`config.mk`:
```
export PLATFORM = sky130hd
export DESIGN_NAME = pwr_rst_seq
export DESIGN_NICKNAME = d
export VERILOG_FILES = /design/src/rtl/pwr_rst_seq_pkg.sv /design/src/rtl/prs_debounce.sv /design/src/rtl/prs_supply_toggle.sv /design/src/rtl/prs_reboot_timer.sv /design/src/rtl/pwr_rst_seq.sv
export SDC_FILE = /design/constraint.sdc
export NUM_CORES = 1
export LEC_CHECK = 0
export ABC_AREA = 1
export CORE_MARGIN = 2
export CORE_UTILIZATION = 33
export DETAILED_ROUTE_END_ITERATION = 7
export PLACE_DENSITY = 0.57
export SYNTH_ARGS = -nofsm -noshare
export SYNTH_HDL_FRONTEND = slang
export SYNTH_SLANG_ARGS = --single-unit
```
`constraint.sdc`:
```
create_clock -name clk_i -period 1.9 [get_ports clk_i]
set_input_delay 0.19 -clock clk_i [delete_from_list [all_inputs] [get_ports clk_i]]
set_output_delay 0.19 -clock clk_i [all_outputs]
set_load 0.01 [all_outputs]
```
`src/rtl/pwr_rst_seq_pkg.sv`:
```
package pwr_rst_seq_pkg;
  typedef enum logic {
    HOLD_IDLE = 1'b0,
    HOLD_RUN  = 1'b1
  } hold_state_e;

  typedef enum logic {
    RB_IDLE = 1'b0,
    RB_RUN  = 1'b1
  } rb_state_e;
endpackage

```
`src/rtl/prs_debounce.sv`:
```
module prs_debounce #(
  parameter int unsigned CNT     = 491520,
  parameter bit          IDLE_LV = 1'b1
) (
  input  logic clk_i,
  input  logic rst_ni,
  input  logic raw_i,
  output logic db_o
);
  localparam int unsigned CW = $clog2(CNT + 1);

  logic          s1_q, s2_q, db_q;
  logic [CW-1:0] cnt_q;

  always_ff @(posedge clk_i or negedge rst_ni) begin
    if (!rst_ni) begin
      s1_q  <= IDLE_LV;
      s2_q  <= IDLE_LV;
      db_q  <= IDLE_LV;
      cnt_q <= '0;
    end else begin
      s1_q <= raw_i;
      s2_q <= s1_q;
      if (s2_q != db_q) begin
        if (cnt_q == CW'(CNT - 1)) begin
          db_q  <= s2_q;
          cnt_q <= '0;
        end else begin
          cnt_q <= cnt_q + 1'b1;
        end
      end else begin
        cnt_q <= '0;
      end
    end
  end

  assign db_o = db_q;
endmodule

```
`src/rtl/prs_supply_toggle.sv`:
```
module prs_supply_toggle
  import pwr_rst_seq_pkg::*;
#(
  parameter int unsigned HOLD_CYC = 2457600
) (
  input  logic clk_i,
  input  logic rst_ni,
  input  logic btn_db_i,
  output logic psu_state_o,
  output logic busy_o
);
  localparam int unsigned CW = $clog2(HOLD_CYC + 1);

  hold_state_e   st_q;
  logic [CW-1:0] cnt_q;
  logic          prev_q, psu_q, press;

  // button is low when pressed: act on falling edge
  assign press = prev_q & ~btn_db_i;

  always_ff @(posedge clk_i or negedge rst_ni) begin
    if (!rst_ni) begin
      st_q   <= HOLD_IDLE;
      cnt_q  <= '0;
      prev_q <= 1'b1;
      psu_q  <= 1'b0;
    end else begin
      prev_q <= btn_db_i;
      unique case (st_q)
        HOLD_IDLE: begin
          if (press) begin
            st_q  <= HOLD_RUN;
            cnt_q <= '0;
          end
        end
        HOLD_RUN: begin
          if (cnt_q == CW'(HOLD_CYC - 1)) begin
            psu_q <= ~psu_q;
            st_q  <= HOLD_IDLE;
          end else begin
            cnt_q <= cnt_q + 1'b1;
          end
        end
        default: st_q <= HOLD_IDLE;
      endcase
    end
  end

  assign psu_state_o = psu_q;
  assign busy_o      = (st_q == HOLD_RUN);
endmodule

```
`src/rtl/prs_reboot_timer.sv`:
```
module prs_reboot_timer
  import pwr_rst_seq_pkg::*;
#(
  parameter int unsigned RB_CYC = 24576
) (
  input  logic clk_i,
  input  logic rst_ni,
  input  logic req_i,
  output logic active_o,
  output logic done_o
);
  localparam int unsigned CW = $clog2(RB_CYC + 1);

  rb_state_e     st_q;
  logic [CW-1:0] cnt_q;
  logic          q1, q2, q2_d, done_q, rise;

  assign rise = q2 & ~q2_d;

  always_ff @(posedge clk_i or negedge rst_ni) begin
    if (!rst_ni) begin
      q1     <= 1'b0;
      q2     <= 1'b0;
      q2_d   <= 1'b0;
      st_q   <= RB_IDLE;
      cnt_q  <= '0;
      done_q <= 1'b0;
    end else begin
      q1   <= req_i;
      q2   <= q1;
      q2_d <= q2;
      unique case (st_q)
        RB_IDLE: begin
          if (rise) begin
            st_q   <= RB_RUN;
            cnt_q  <= '0;
            done_q <= 1'b0;
          end
        end
        RB_RUN: begin
          if (cnt_q == CW'(RB_CYC - 1)) begin
            st_q   <= RB_IDLE;
            done_q <= 1'b1;
          end else begin
            cnt_q <= cnt_q + 1'b1;
          end
        end
        default: st_q <= RB_IDLE;
      endcase
    end
  end

  assign active_o = (st_q == RB_RUN);
  assign done_o   = done_q;
endmodule

```
`src/rtl/pwr_rst_seq.sv`:
```
module pwr_rst_seq #(
  parameter int unsigned DB_CYC   = 491520,
  parameter int unsigned HOLD_CYC = 2457600,
  parameter int unsigned RB_CYC   = 24576
) (
  input  logic       clk_i,
  input  logic       rst_ni,
  input  logic       pwr_btn_ni,
  input  logic       rst_btn_ni,
  input  logic       ps_reboot_req_i,
  input  logic       ps_gpio_i,
  input  logic       ovr_active_i,
  input  logic       ovr_clk_rst_i,
  input  logic       ovr_pcie_rst_i,
  input  logic       ovr_fan_i,
  output logic       psu_on_o,
  output logic       fan_en_o,
  output logic       ps_mrst_no,
  output logic       ps_srst_no,
  output logic       pcie_rst_no,
  output logic       clk_rst_no,
  output logic [1:0] clk_sel_o,
  output logic       reboot_done_o
);
  localparam int unsigned NBTN    = 2;
  localparam int unsigned IDX_PWR = 0;
  localparam int unsigned IDX_RST = 1;

  logic [NBTN-1:0] btn_raw, btn_db;
  logic            psu_state, hold_busy, rebooting;
  logic            psu_q, fan_q, mrst_q, pcie_q, clkrst_q;

  assign btn_raw[IDX_PWR] = pwr_btn_ni;
  assign btn_raw[IDX_RST] = rst_btn_ni;

  for (genvar g = 0; g < NBTN; g++) begin : g_db
    prs_debounce #(
      .CNT     (DB_CYC),
      .IDLE_LV (1'b1)
    ) u_db (
      .clk_i  (clk_i),
      .rst_ni (rst_ni),
      .raw_i  (btn_raw[g]),
      .db_o   (btn_db[g])
    );
  end

  prs_supply_toggle #(
    .HOLD_CYC (HOLD_CYC)
  ) u_toggle (
    .clk_i       (clk_i),
    .rst_ni      (rst_ni),
    .btn_db_i    (btn_db[IDX_PWR]),
    .psu_state_o (psu_state),
    .busy_o      (hold_busy)
  );

  prs_reboot_timer #(
    .RB_CYC (RB_CYC)
  ) u_reboot (
    .clk_i    (clk_i),
    .rst_ni   (rst_ni),
    .req_i    (ps_reboot_req_i),
    .active_o (rebooting),
    .done_o   (reboot_done_o)
  );

  always_ff @(posedge clk_i or negedge rst_ni) begin
    if (!rst_ni) begin
      psu_q    <= 1'b0;
      fan_q    <= 1'b0;
      mrst_q   <= 1'b0;
      pcie_q   <= 1'b0;
      clkrst_q <= 1'b0;
    end else begin
      psu_q    <= psu_state;
      fan_q    <= ovr_active_i ? ovr_fan_i : psu_state;
      mrst_q   <= btn_db[IDX_RST] & psu_state & ~rebooting;
      pcie_q   <= (ovr_active_i ? ~ovr_pcie_rst_i : btn_db[IDX_RST]) & ps_gpio_i;
      clkrst_q <= ovr_active_i ? ~ovr_clk_rst_i : 1'b1;
    end
  end

  assign psu_on_o    = psu_q;
  assign fan_en_o    = fan_q;
  assign ps_mrst_no  = mrst_q;
  assign pcie_rst_no = pcie_q;
  assign clk_rst_no  = clkrst_q;
  assign ps_srst_no  = 1'b1;
  assign clk_sel_o   = 2'b00;
endmodule

```
## After elaboration in Yosys (flattened, before gate mapping)

Index checks and enable logic that the tools add are counted.

- Bits in registers: 94
- Input port bits: 10
- Output and inout port bits: 9
- Logic and storage cells: 78

- Add/sub/neg operators: 4
- Equal/unequal tests: 11
- Mux-type cells: 22
- Bitwise operators: 12
- Reductions and logical operators: 6

Operators by type and width:

| operator | count |
|---|---|
| 19-bit 2-to-1 mux | 4 |
| 22-bit 2-to-1 mux | 2 |
| 22-bit case mux with 2 select lines | 1 |
| 19-bit by 1-bit adder with 19-bit output, second input constant | 2 |
| 19-bit equality test, second input constant | 2 |
| 15-bit 2-to-1 mux | 2 |
| 15-bit case mux with 2 select lines | 1 |
| 22-bit by 1-bit adder with 22-bit output, second input constant | 1 |
| 22-bit equality test, second input constant | 1 |
| 15-bit by 1-bit adder with 15-bit output, second input constant | 1 |
| 15-bit equality test, second input constant | 1 |
| 2-bit AND reduction | 6 |
| 1-bit 2-to-1 mux | 9 |
| 1-bit NOT | 7 |
| 2-bit inequality test, second input constant | 3 |
| 1-bit case mux with 2 select lines | 3 |
| 1-bit AND | 5 |
| 2-bit by 1-bit inequality test with 1-bit output, second input constant | 2 |
| 1-bit inequality test | 2 |

## Depth between registers and ports, before layout

- Depth in word-level cells: 4
- Gate-level depth with buffers: 10
- Depth with buffers taken out: 10

## Cells and area by module

A second synthesis with hierarchy kept.

- Cells, all modules: 634
- Area, all modules: 5165.0 µm²

Modules (own cells, without submodules):

| module | times used | cells an instance | area each (µm²) | sequential area each (µm²) |
|---|---|---|---|---|
| prs_supply_toggle | 1 | 204 | 1501.4 | 626.9 |
| prs_debounce at g_db[1].u_db | 1 | 137 | 1223.7 | 554.3 |
| prs_debounce at g_db[0].u_db | 1 | 138 | 1192.4 | 554.3 |
| prs_reboot_timer | 1 | 135 | 1053.5 | 500.5 |
| pwr_rst_seq | 1 | 20 | 193.9 | 125.1 |

## Worst setup path after synthesis

No wires, ideal clock.

- Path type: reg2reg
- Start point: register u_toggle.cnt_q[0]
- End point: register u_toggle.cnt_q[3]
- Setup time: 0.126 ns
- Arrival time: 1.346 ns
- Required time: 1.774 ns
- Setup slack: 0.428 ns
- Cell stages (with the launch flop): 8
- Buffers on the path: 1
- Clock period less this slack: 1.472 ns
- Cells stage by stage: dfrtp_1 > ha_1 > nand2_1 > nor2_4 > nand3_2 > o21bai_4 > buf_6 > o21ai_0

- Word-level cells in the longest chain between the ends: 3
- Elaborated cells on any way between the ends: 6
- Those cells by class: add/sub (1); eq/ne (2); mux (2); reduce/logical (1)

RTL lines:

| element | RTL line | text |
|---|---|---|
| start: declaration | prs_supply_toggle.sv:15 | `logic [CW-1:0] cnt_q;` |
| start signal: assignment | prs_supply_toggle.sv:41 | `cnt_q <= cnt_q + 1'b1;` |
| 22-bit by 1-bit adder with 22-bit output / 22-bit equality test (equally long branches) | prs_supply_toggle.sv:41, prs_supply_toggle.sv:37 |  |
| 22-bit 2-to-1 mux / 2-bit inequality test (equally long branches) | - |  |
| 22-bit case mux with 2 select lines / 2-bit AND reduction (equally long branches) | - |  |

Parallel ways exist; a longest one is shown, timed or not. The select of a mux whose other input is x is not followed.
A chain may end at the register's enable or synchronous reset.

## Worst setup path in the final report

- Start point: register u_toggle.cnt_q[0]
- End point: register u_toggle.cnt_q[16]

Same word-level chain as after synthesis.

==> impl_metrics.py <==
metrics = {
    "outcome": {
        "status": "complete, no violations",
    },
    "cells_and_area": {
        "final_cell_mix": "nand2_1 (190), nor2_1 (104), dfrtp_1 (87)",
        "final_core_util_pct": 38.28,
        "nets": 702,
        "fillers": 1572,
        "multi_input_area_mm2": 0.002387,
        "drive_gt1_share_pct": 9.380,
        "register_area_mm2": 0.002361,
        "syn_to_final_growth_pct": 14.14,
        "antenna_cells": 0,
        "stdcell_count": 881,
        "stdcell_area_mm2": 0.005777,
        "layout_commonest_cell": "nand2_1",
    },
    "floorplanning": {
        "fp.coreArea_mm2": 0.01509,
        "placementRows": 45,
        "top_level_ports": 19,
        "dieArea_mm2": 0.01634,
        "chipHeight_um": 127.8,
        "die_w_um": 127.8,
        "start_util_pct": 33.54,
    },
    "placement": {
        "gp_congestion": 0.8591,
        "pre_cts_ws_ns": 0.1200,
        "dpl.hpwl_um": 7595,
        "dp.cells": 864,
        "numPortBuffers": 15,
        "post_dp_cell_area_mm2": 0.005454,
    },
    "synthesis": {
        "synth_cells": 663,
        "ys_ff_latch": 94,
        "syn_area_per_cell_um2": 7.634,
        "synth_warnings": 0,
        "synth_cell_types": 40,
        "syn_area_mm2": 0.005061,
        "yosysTopAreaCell": "dfrtp_1",
        "yosys.area.top_type_share_pct": 43.02,
        "ys_seq_area_share_pct": 46.65,
        "synthTopCellsByArea": "dfrtp_1 (43%), nand2_1 (14%), nor2_1 (7.8%)",
    },
    "setup_path": {
        "cp_data_required_time_ns": 2.14,
        "cp-end-kind": "flip-flop",
        "rr_startpoint": "u_toggle.cnt_q[0]",
        "crit_chain": "ha_1 -> nand2_1 -> nor2_4 -> nand2_1 -> nor2_1 -> nand2_1 -> nand2_1 -> nand2_1 -> nand2_1 -> nand2_1",
        "path_max_fanout": 9,
        "max_stage_delay_ns": 0.44,
        "worst-path-stages": 10,
        "path_class": "flip-flop to flip-flop",
        "path_common_cell": "nand2_1",
        "crit_path_top_delay_cell": "dfrtp_1",
        "r2r_cells": 10,
        "critical_path.top_delay_family": "simple AND/OR/NAND/NOR gates",
        "crit_path_start": "u_toggle.cnt_q[0]",
        "worstPathArrival_ns": 1.95,
        "worstSetupStartpointType": "flip-flop",
        "crit_buf_inv": 0,
    },
    "clock_tree": {
        "worstSkewPairLatency_ns": 0.35,
        "clk_pin_slew_ns": 0.07,
        "cts_max_path_buffers": 2,
        "cts_htree_levels": 3,
        "cts_tree": "done",
        "numCtsBuffers": 9,
        "cts_sinks": 94,
        "post_cts_buffers": 0,
        "clockRootBuffer": "clkbuf_16",
    },
    "global_routing": {
        "grt_pass1_wl_um": 18860,
        "antenna_found_initial": 0,
        "overflow": 0,
        "grt_max_degree": 35,
        "grt_pass1_vias": 4060,
        "track_usage_pct": 14.26,
    },
    "sta": {
        "slew-limit-headroom_pct": 64.77,
        "fin_crit_ns": 1.709,
        "max_freq_mhz": 585.2,
        "rsz0062_at_grt": "false",
        "setup_violations": 0,
        "fin_skew_ns": 0.008621,
        "final-hold-violation-count": 0,
        "setup_ws_ns": 0.1911,
        "setup_tns_ns": 0,
        "final_max_slew_viol_count": 0,
        "holdWs_ns": 0.2474,
        "fin_crit_sh_pct": 89.94,
        "worst_slew_pin_slew_ns": 0.5279,
    },
    "worst_hold_path": {
        "holdCritStartpoint": "rst_btn_ni",
        "holdPathStages": 1,
        "hold_path_class": "primary input to flip-flop",
    },
    "routing": {
        "ant_nets": 0,
        "detail_route.wl_per_cell_um": 12.04,
        "vias_per_cell": 4.717,
        "wirelength_um": 10610,
        "drc": 0,
        "dr.first_iter.drc_count": 330,
        "drt-pass1-iter-count": 4,
        "vias": 4156,
    },
    "run": {
        "cap_violations": 0,
    },
    "pwr": {
        "leakage_nw": 2.530,
        "ir_drop_mv": 0.4737,
        "pwr_density_cell_mw_per_mm2": 761.7,
        "finalPower_mw": 4.400,
    },
}
[logic make-up after synthesis]
logic type	after synthesis	share of synthesized area, %
compound gates	33	4.277
flops	94	46.65
fa+ha+maj	4	0.9889
simple gates	425	36.44
other cells	2	0.1484
buf+inv	75	6.304
xor+xnor	30	5.192
[flip-flops by register name, indices dropped and copies added, names as in the netlist, 2 cells and up]
name and flops:
g_db.u_db.cnt_q 38, u_toggle.cnt_q 22, u_reboot.cnt_q 15, g_db.u_db.db_o 2
g_db.u_db.s1_q 2, g_db.u_db.s2_q 2
[report_power, final]
part / switching, mW / total (mW) / internal, mW
registers: 0.0850 / 2.18 / 2.09
logic: 0.209 / 0.357 / 0.148
clock network: 0.774 / 1.86 / 1.09
[final cells by class]
type                            instances  area share [%]
Tap cell                              188           4.072
Inverter                               64           4.159
Multi-Input combinational cell        495           41.33
Sequential cell                        94           40.87
Timing Repair Buffer                   24           4.202
Clock inverter                          5          0.9963
Clock buffer                           11           4.375
[layer usage]
layer / global-route usage [%] / vias up / wire length (um)
met5: 0 / - / 0
met4: 4.137 / 0 / 125
met3: 3.923 / 8 / 401
met2: 22.96 / 67 / 4834
met1: 18.85 / 1933 / 5247
li1: - / 2148 / -
[synth_stat cells, drive strengths merged]
| cell type | count |
|---|---|
| a211oi | 2 |
| a21o | 1 |
| a21oi | 7 |
| a31oi | 2 |
| and2 | 1 |
| buf | 9 |
| clkbuf | 2 |
| conb | 2 |
| dfrtp | 87 |
| dfstp | 7 |
| ha | 4 |
| inv | 64 |
| nand2 | 195 |
| nand3 | 78 |
| nand3b | 1 |
| nand4 | 11 |
| nor2 | 114 |
| nor3 | 21 |
| o211a | 1 |
| o211ai | 1 |
| o21ai | 16 |
| o21bai | 3 |
| or2 | 4 |
| xnor2 | 10 |
| xor2 | 20 |
[worst paths after layout]
| kind | slack (ns) | endpoint |
|---|---|---|
| setup reg to reg | 0.19 | u_toggle.cnt_q[16] |
| hold reg to reg | 0.35 | g_db[0].u_db.s2_q |
| setup / recovery | 0.19 | u_toggle.cnt_q[16] |
| hold / removal | 0.25 | g_db[1].u_db.s1_q |
| max in group asynchronous | 0.96 | g_db[0].u_db.db_o |
| min in group asynchronous | 0.34 | g_db[1].u_db.cnt_q[7] |
[timing repair]
item / 4_1_cts / 5_1_grt
setup endpoints to repair: 0 / 1
hold buffers: 1 / 0
hold endpoints to repair: 29 / 0
gates resized for setup: 0 / 1
Note: power is estimated with default switching activity, not from simulation.
